### config.mk
export PLATFORM = sky130hd
export DESIGN_NAME = dram_mux_ctrl
export DESIGN_NICKNAME = d
export VERILOG_FILES = /design/src/rtl/dram_ctrl_pkg.sv /design/src/rtl/dram_refresh_timer.sv /design/src/rtl/dram_addr_mux.sv /design/src/rtl/dram_seq_fsm.sv /design/src/rtl/dram_mux_ctrl.sv
export SDC_FILE = /design/constraint.sdc
export NUM_CORES = 1
export LEC_CHECK = 0
export ABC_CLOCK_PERIOD_IN_PS = 3400
export BUFFER_PORTS_ARGS = -buffer_cell sky130_fd_sc_hd__buf_2
export CORE_MARGIN = 4
export CORE_UTILIZATION = 45
export DETAILED_ROUTE_END_ITERATION = 8
export PLACE_DENSITY_LB_ADDON = 0.08
export SLEW_MARGIN = 30
export SYNTH_ARGS = -nofsm -noshare
export SYNTH_HDL_FRONTEND = slang
export SYNTH_HIERARCHICAL = 1
export SYNTH_SLANG_ARGS = --single-unit
### constraint.sdc
create_clock -name clk -period 3.4 [get_ports clk]
set_clock_uncertainty 0.15 [all_clocks]
set_input_delay 1.02 -clock clk [delete_from_list [all_inputs] [get_ports clk]]
set_output_delay 1.02 -clock clk [all_outputs]
set_load 0.01 [all_outputs]
### src/rtl/dram_ctrl_pkg.sv
// Shared types for the multiplexed DRAM sequencer.
// Assumes nothing beyond a SystemVerilog-2017 compiler.
package dram_ctrl_pkg;

    // Sequencer phases.
    typedef enum logic [2:0] {
        ST_IDLE,
        ST_ROW,
        ST_COL,
        ST_GAP,
        ST_REF,
        ST_PRE
    } seq_state_e;

    // Source of the shared address bus.
    typedef enum logic [1:0] {
        SEL_ROW,
        SEL_COL,
        SEL_REF
    } addr_sel_e;

endpackage

### src/rtl/dram_refresh_timer.sv
// Interval timer that raises a refresh demand every PERIOD clocks.
// The demand stays up until the sequencer acknowledges it.
// Assumes PERIOD >= 2.
module dram_refresh_timer #(
    parameter int unsigned PERIOD = 64
) (
    input  logic clk,
    input  logic rst_n,
    input  logic ack,
    output logic pending
);
    localparam int unsigned CW = (PERIOD > 1) ? $clog2(PERIOD) : 1;

    logic [CW-1:0] cnt;
    logic          tick;

    assign tick = (cnt == CW'(PERIOD - 1));

    // Free-running interval counter.
    always_ff @(posedge clk) begin
        if (!rst_n)    cnt <= '0;
        else if (tick) cnt <= '0;
        else           cnt <= cnt + 1'b1;
    end

    // Demand flag: a new tick wins over an acknowledge in the same cycle.
    always_ff @(posedge clk) begin
        if (!rst_n)    pending <= 1'b0;
        else if (tick) pending <= 1'b1;
        else if (ack)  pending <= 1'b0;
    end

endmodule

### src/rtl/dram_addr_mux.sv
// Drives the shared half-width address bus with the row, the column or
// the refresh row. It also holds the refresh row counter.
// Nibble beats change only the two low column bits, modulo four.
// Assumes ADDR_W is even and ADDR_W >= 4.
module dram_addr_mux
    import dram_ctrl_pkg::*;
#(
    parameter int unsigned ADDR_W = 8
) (
    input  logic                     clk,
    input  logic                     rst_n,
    input  addr_sel_e                sel,
    input  logic [ADDR_W-1:0]        addr,
    input  logic [1:0]               beat,
    input  logic                     ref_inc,
    output logic [ADDR_W/2-1:0]      bus
);
    localparam int unsigned HALF = ADDR_W / 2;

    logic [HALF-1:0] ref_row;
    logic [HALF-1:0] col;
    logic [1:0]      col_lo;

    assign col_lo = addr[1:0] + beat;

    // Upper column bits, when present, are held for the whole burst.
    generate
        if (HALF > 2) begin : g_wide_col
            assign col = {addr[HALF-1:2], col_lo};
        end else begin : g_narrow_col
            assign col = col_lo;
        end
    endgenerate

    // Refresh row counter; it wraps naturally at 2^HALF.
    always_ff @(posedge clk) begin
        if (!rst_n)       ref_row <= '0;
        else if (ref_inc) ref_row <= ref_row + 1'b1;
    end

    // Bus source selection.
    always_comb begin
        case (sel)
            SEL_COL: bus = col;
            SEL_REF: bus = ref_row;
            default: bus = addr[ADDR_W-1:HALF];
        endcase
    end

endmodule

### src/rtl/dram_seq_fsm.sv
// Phase sequencer. It takes one request, or one refresh demand, at a time,
// and times the row, column, gap and precharge phases with one shared
// down-counter. The strobes are decoded from the phase.
// Read data is sampled at the last cycle of each column pulse.
// Assumes TRAS, TCAS and TPRE >= 1.
module dram_seq_fsm
    import dram_ctrl_pkg::*;
#(
    parameter int unsigned ADDR_W = 8,
    parameter int unsigned TRAS   = 2,
    parameter int unsigned TCAS   = 2,
    parameter int unsigned TPRE   = 2
) (
    input  logic              clk,
    input  logic              rst_n,
    input  logic              ref_pending,
    output logic              ref_ack,
    output logic              ref_inc,
    input  logic              req_valid,
    output logic              req_ready,
    input  logic              req_write,
    input  logic              req_burst,
    input  logic [ADDR_W-1:0] req_addr,
    input  logic [3:0]        req_wdata,
    input  logic              dram_dout,
    output addr_sel_e         addr_sel,
    output logic [1:0]        beat,
    output logic [ADDR_W-1:0] lat_addr,
    output logic              dram_ras,
    output logic              dram_cas,
    output logic              dram_we,
    output logic              dram_din,
    output logic              rsp_valid,
    output logic              rsp_bit
);
    localparam int unsigned MAXT = (TRAS > TCAS) ? ((TRAS > TPRE) ? TRAS : TPRE)
                                                 : ((TCAS > TPRE) ? TCAS : TPRE);
    localparam int unsigned CNT_W = $clog2(MAXT + 1);

    seq_state_e       state;
    logic [CNT_W-1:0] cnt;
    logic             cnt_done;
    logic             lat_wr;
    logic             lat_burst;
    logic [3:0]       lat_wdata;

    assign cnt_done = (cnt == '0);

    // Phase transitions, phase timing, request capture and read sampling.
    always_ff @(posedge clk) begin
        if (!rst_n) begin
            state     <= ST_IDLE;
            cnt       <= '0;
            beat      <= '0;
            lat_addr  <= '0;
            lat_wr    <= 1'b0;
            lat_burst <= 1'b0;
            lat_wdata <= '0;
            rsp_valid <= 1'b0;
            rsp_bit   <= 1'b0;
        end else begin
            rsp_valid <= 1'b0;
            case (state)
                ST_IDLE: begin
                    if (ref_pending) begin
                        state <= ST_REF;
                        cnt   <= CNT_W'(TRAS - 1);
                    end else if (req_valid) begin
                        state     <= ST_ROW;
                        cnt       <= CNT_W'(TRAS - 1);
                        beat      <= '0;
                        lat_addr  <= req_addr;
                        lat_wr    <= req_write;
                        lat_burst <= req_burst;
                        lat_wdata <= req_wdata;
                    end
                end
                ST_ROW: begin
                    if (cnt_done) begin
                        state <= ST_COL;
                        cnt   <= CNT_W'(TCAS - 1);
                    end else begin
                        cnt <= cnt - 1'b1;
                    end
                end
                ST_COL: begin
                    if (cnt_done) begin
                        if (!lat_wr) begin
                            rsp_valid <= 1'b1;
                            rsp_bit   <= dram_dout;
                        end
                        if (lat_burst && beat != 2'd3) begin
                            state <= ST_GAP;
                        end else begin
                            state <= ST_PRE;
                            cnt   <= CNT_W'(TPRE - 1);
                        end
                    end else begin
                        cnt <= cnt - 1'b1;
                    end
                end
                ST_GAP: begin
                    state <= ST_COL;
                    beat  <= beat + 1'b1;
                    cnt   <= CNT_W'(TCAS - 1);
                end
                ST_REF: begin
                    if (cnt_done) begin
                        state <= ST_PRE;
                        cnt   <= CNT_W'(TPRE - 1);
                    end else begin
                        cnt <= cnt - 1'b1;
                    end
                end
                ST_PRE: begin
                    if (cnt_done) state <= ST_IDLE;
                    else          cnt   <= cnt - 1'b1;
                end
                default: state <= ST_IDLE;
            endcase
        end
    end

    // Handshake, refresh control and strobe decode.
    always_comb begin
        req_ready = (state == ST_IDLE) && !ref_pending;
        ref_ack   = (state == ST_IDLE) && ref_pending;
        ref_inc   = (state == ST_REF) && cnt_done;
        dram_ras  = (state == ST_ROW) || (state == ST_COL) ||
                    (state == ST_GAP) || (state == ST_REF);
        dram_cas  = (state == ST_COL);
        dram_we   = (state == ST_COL) && lat_wr;
        dram_din  = lat_wr ? lat_wdata[beat] : 1'b0;
        case (state)
            ST_COL, ST_GAP: addr_sel = SEL_COL;
            ST_REF:         addr_sel = SEL_REF;
            default:        addr_sel = SEL_ROW;
        endcase
    end

    // a column pulse only ever happens inside a row pulse.
    a_r2_cas_inside_ras: assert property (@(posedge clk) disable iff (!rst_n)
        dram_cas |-> dram_ras);

    // the write strobe is never raised outside a column pulse.
    a_r3_we_only_with_cas: assert property (@(posedge clk) disable iff (!rst_n)
        !dram_cas |-> !dram_we);

    // an idle refresh demand beats a waiting request.
    a_r8_refresh_first: assert property (@(posedge clk) disable iff (!rst_n)
        (state == ST_IDLE && ref_pending && req_valid) |=> (state == ST_REF));

    // an accepted request closes the handshake on the next cycle.
    a_r10_one_at_a_time: assert property (@(posedge clk) disable iff (!rst_n)
        (req_valid && req_ready) |=> !req_ready);

endmodule

### src/rtl/dram_mux_ctrl.sv
// Top of the multiplexed-address DRAM controller. It joins the refresh
// timer, the phase sequencer and the address multiplexer.
// Assumes one external DRAM device of 2^ADDR_W x 1 bit, with ADDR_W even.
module dram_mux_ctrl
    import dram_ctrl_pkg::*;
#(
    parameter int unsigned ADDR_W         = 8,
    parameter int unsigned TRAS           = 2,
    parameter int unsigned TCAS           = 2,
    parameter int unsigned TPRE           = 2,
    parameter int unsigned REFRESH_PERIOD = 64
) (
    input  logic                clk,
    input  logic                rst_n,
    input  logic                req_valid,
    output logic                req_ready,
    input  logic                req_write,
    input  logic                req_burst,
    input  logic [ADDR_W-1:0]   req_addr,
    input  logic [3:0]          req_wdata,
    output logic                rsp_valid,
    output logic                rsp_bit,
    output logic [ADDR_W/2-1:0] dram_addr,
    output logic                dram_ras,
    output logic                dram_cas,
    output logic                dram_we,
    output logic                dram_din,
    input  logic                dram_dout
);
    localparam int unsigned PC_W = $clog2(TPRE + 2);

    logic              ref_pending;
    logic              ref_ack;
    logic              ref_inc;
    addr_sel_e         addr_sel;
    logic [1:0]        beat;
    logic [ADDR_W-1:0] lat_addr;
    logic [PC_W-1:0]   pre_cnt;

    dram_refresh_timer #(.PERIOD(REFRESH_PERIOD)) u_timer (
        .clk     (clk),
        .rst_n   (rst_n),
        .ack     (ref_ack),
        .pending (ref_pending)
    );

    dram_seq_fsm #(
        .ADDR_W (ADDR_W),
        .TRAS   (TRAS),
        .TCAS   (TCAS),
        .TPRE   (TPRE)
    ) u_seq (
        .clk         (clk),
        .rst_n       (rst_n),
        .ref_pending (ref_pending),
        .ref_ack     (ref_ack),
        .ref_inc     (ref_inc),
        .req_valid   (req_valid),
        .req_ready   (req_ready),
        .req_write   (req_write),
        .req_burst   (req_burst),
        .req_addr    (req_addr),
        .req_wdata   (req_wdata),
        .dram_dout   (dram_dout),
        .addr_sel    (addr_sel),
        .beat        (beat),
        .lat_addr    (lat_addr),
        .dram_ras    (dram_ras),
        .dram_cas    (dram_cas),
        .dram_we     (dram_we),
        .dram_din    (dram_din),
        .rsp_valid   (rsp_valid),
        .rsp_bit     (rsp_bit)
    );

    dram_addr_mux #(.ADDR_W(ADDR_W)) u_amux (
        .clk     (clk),
        .rst_n   (rst_n),
        .sel     (addr_sel),
        .addr    (lat_addr),
        .beat    (beat),
        .ref_inc (ref_inc),
        .bus     (dram_addr)
    );

    // Checker: row-strobe low time, saturating at TPRE.
    always_ff @(posedge clk) begin
        if (!rst_n)              pre_cnt <= PC_W'(TPRE);
        else if (dram_ras)       pre_cnt <= '0;
        else if (pre_cnt < PC_W'(TPRE)) pre_cnt <= pre_cnt + 1'b1;
    end

    // the row strobe rises only after a full precharge.
    a_r6_precharge_kept: assert property (@(posedge clk) disable iff (!rst_n)
        $rose(dram_ras) |-> (pre_cnt >= PC_W'(TPRE)));

endmodule

==> summary.txt <==
Yosys
  • Post-synth EDFFs: 0
  • Sequential fraction of the synthesis area: 37.5%
  • Syn Area/Cell: 8.55 um2
  • Post-synth cell types: 46
  • Syn_nets: 239
  • Main flop type after synthesis: dfxtp_1
  • Register bit total from synthesis: 34
  • Post-Synthesis Cells: 212
  • Synth Cell Area: 1810 um2
  • Yosys Warn Count: 6
  • Synth async-reset ratio: 0%

Min path
  • HP Class: reg -> reg
  • Hold path cells: 2

Setup path
  • Kind of critical path: reg -> out
  • Startpoint class of the critical path: register
  • Worst Reg-to-Reg Cells: 5
  • Crit path max fanout: 9
  • Critical Path RT: 2.23 ns
  • Worst path most repeated cell: inv_1
  • Worst-path cell chain: nand2b_4, inv_1, inv_1, ha_1, nand2b_1, o221ai_2, buf_2
  • CP delay by family, top: flip-flops
  • CP max stage cell: dfxtp_1
  • Worst Path Buf+Inv: 3
  • Worst path arrival time: 2.02 ns
  • CP endpoint kind: output pin
  • Worst stage delay on the critical path: 0.50 ns
  • Crit. path cell count: 7

Timing
  • Worst Slack Setup Final: 0.206 ns
  • Unrepaired setup endpoints after global routing: no
  • Setup Viol. Count Final: 0
  • Min Clock Period, post-route: 3.19 ns
  • Period utilization: 93.9%
  • Fmax: 313 MHz
  • Slew Limit Fails: 0
  • Fin. Hold Viols: 0
  • Slew @ Worst Pin: 0.709 ns
  • Setup TNS: 0 ns
  • Relative slew slack: 52.7%

Global route
  • GRT Total Usage: 14.7%
  • Largest net degree at the start of global routing: 23
  • First-pass GRT wire length: 6040 um
  • Initial antenna violation count: 0
  • Grt ovf: 0
  • Vias in the first global route: 1335

Cells and area
  • Register area: 681 um2
  • Ant. Diodes: 0
  • Layout cell share with drive strength beyond 1: 19.7%
  • Layout area overhead: 13.5%
  • Final net count: 265
  • Most common cell after layout, fill and taps aside: nand2_1
  • Layout fillers: 338
  • Area used by multi-input combinational logic: 1010 um2
  • Post-Route Utilization: 54.5%
  • Most frequent cells in the layout: nand2_1 (40), dfxtp_1 (34), buf_2 (28)

CTS
  • CTS tree: done
  • CTS buffer count: 5
  • Cts repair resizes: 0
  • Postcts setup bufs: 0
  • Clock Sinks: 34
  • CTS root buf: clkbuf_8
  • Worst skew pair latency: 0.28 ns
  • Cts hold-fix bufs: 0
  • Worst-path clk slew: 0.07 ns
  • CTS H-tree depth: 2
  • Clock Tree Buf Depth: 2

Drt
  • M1 wire length: 1720 um
  • Routed WL: 3600 um
  • Pre-antenna DRT Iters: 4
  • DR WL met2: 1610 um
  • DR top layer: met4
  • WL met3: 255 um
  • Avg Vias per Cell: 5.13
  • # DRC: 0
  • Via count: 1471
  • Routed len/inst: 12.6 um
  • Routed Antenna Nets: 0
  • DR iter-0 viols: 87

Pwr
  • VDD IR max: 0.000342 V
  • Comb power frac: 36.3%
  • Pleak: 0.871 nW
  • Switching pwr: 0.470 mW
  • Power Dens Cells: 658 nW/um2
  • Clock power frac: 27.1%
  • Switching Fraction: 34.7%
  • Sequential Power Share: 36.6%
  • Int Power: 0.884 mW

Placed design
  • Setup WS pre-CTS: 0.498 ns
  • Port bufs: 28
  • GPL Wtd Cong: 0.790
  • Dpl hpwl: 2620 um

Run
  • Max-cap violations: 0

Floorplan
  • Die width: 71.5 um
  • Starting Density: 48.1%
  • Core area: 3770 um2
  • DIE AREA: 5110 um2
  • Site Rows: 22
  • IO Pins: 29
  • Die H: 71.5 um

Run status
  • Outcome: completed
==> cell families after synthesis <==
group           count (synthesis)  share of synthesized area (%)
fa+ha+maj                       9                           6.21
simple gates                   93                           26.8
xor+xnor                        9                           4.35
mux                             5                           3.52
flops                          34                           37.5
compound gates                 42                           15.0
buf+inv                        20                           6.56
==> synthesized netlist by cell type (2+ instances only) <==
master	instances	area [um2]
or3_1	2	12.5
xor2_1	4	35.0
xnor2_1	5	43.8
a2bb2oi_1	2	17.5
or2b_1	2	15.0
nor2_1	13	48.8
clkbuf_1	2	7.51
mux2i_1	3	30.0
a21oi_1	19	95.1
nand2b_1	7	43.8
o21ai_1	4	20.0
dfxtp_1	34	681
ha_1	9	113
nor3_1	3	15.0
nand3_1	2	10.0
buf_2	5	25.0
and3_1	2	12.5
nor2b_1	3	18.8
buf_6	5	56.3
and2_1	9	56.3
o21a_1	2	15.0
nor4b_1	2	17.5
inv_1	8	30.0
nand2_1	40	150
a22oi_1	4	30.0
==> layer usage <==
layer | GRT usage, % | vias up
li1 | - | 763
met1 | 19.9 | 668
met2 | 21.6 | 38
met3 | 5.05 | 2
met4 | 5.01 | 0
met5 | 0 | -
==> area by class of cell <==
| class | count | share of cell area [%] |
|---|---|---|
| well taps | 48 | 2.92 |
| inverters | 8 | 1.46 |
| multi-input cells | 158 | 49.3 |
| clock inverters | 2 | 1.82 |
| repair buffers | 31 | 7.91 |
| clock buffers | 6 | 3.53 |
| flip-flops and latches | 34 | 33.1 |
==> worst register-to-register path: cells and delay by family, from the launching register on <==
kind	cells	cell delay, ns
simple gates	2	0.67
fa+ha+maj	1	0.36
flops	1	0.34
mux	1	0.25
buf+inv	1	0.06
==> stage by stage <==
stage / instance area (um2) / cells / power, mW / hold slack, ns
2_1_floorplan: 1810 / 212 / 0.907 / 0.279
5_1_grt: 2060 / 287 / 1.45 / 0.334
3_3_place_gp: 1950 / 279 / 0.978 / 0.292
6_report: 2060 / 287 / 1.35 / 0.310
4_1_cts: 2060 / 287 / 1.36 / 0.311
3_5_place_dp: 1950 / 279 / 0.994 / 0.301
==> path summary, 6_finish.rpt <==
kind | endpoint | slack, ns | from
max | dram_addr[1] | 0.21 | u_seq/state[1]
min | u_seq/lat_wdata[1] | 0.31 | u_seq/lat_wdata[1]
max reg2reg | u_seq/rsp_bit | 1.44 | u_seq/cnt[1]
min reg2reg | u_seq/lat_wdata[1] | 0.31 | u_seq/lat_wdata[1]
==> flip-flops by register name, indices dropped and copies added (netlist names) <==
register / cells
u_timer/cnt: 6
u_seq/beat: 2
u_timer/pending: 1
u_seq/lat_wr: 1
u_seq/state: 3
u_amux/ref_row: 4
u_seq/cnt: 2
u_seq/lat_wdata: 4
u_seq/rsp_bit: 1
u_seq/lat_burst: 1
u_seq/rsp_valid: 1
u_seq/lat_addr: 8
==> power groups by stage <==
stage / Sequential, mW / Clock (mW) / Combinational [mW]
2_1_floorplan: 0.487 / 0 / 0.420
4_1_cts: 0.495 / 0.376 / 0.493
3_5_place_dp: 0.504 / 0 / 0.490
6_report: 0.496 / 0.367 / 0.492
3_3_place_gp: 0.500 / 0 / 0.478
5_1_grt: 0.503 / 0.398 / 0.549
Note: power is estimated with default switching activity, not from simulation.
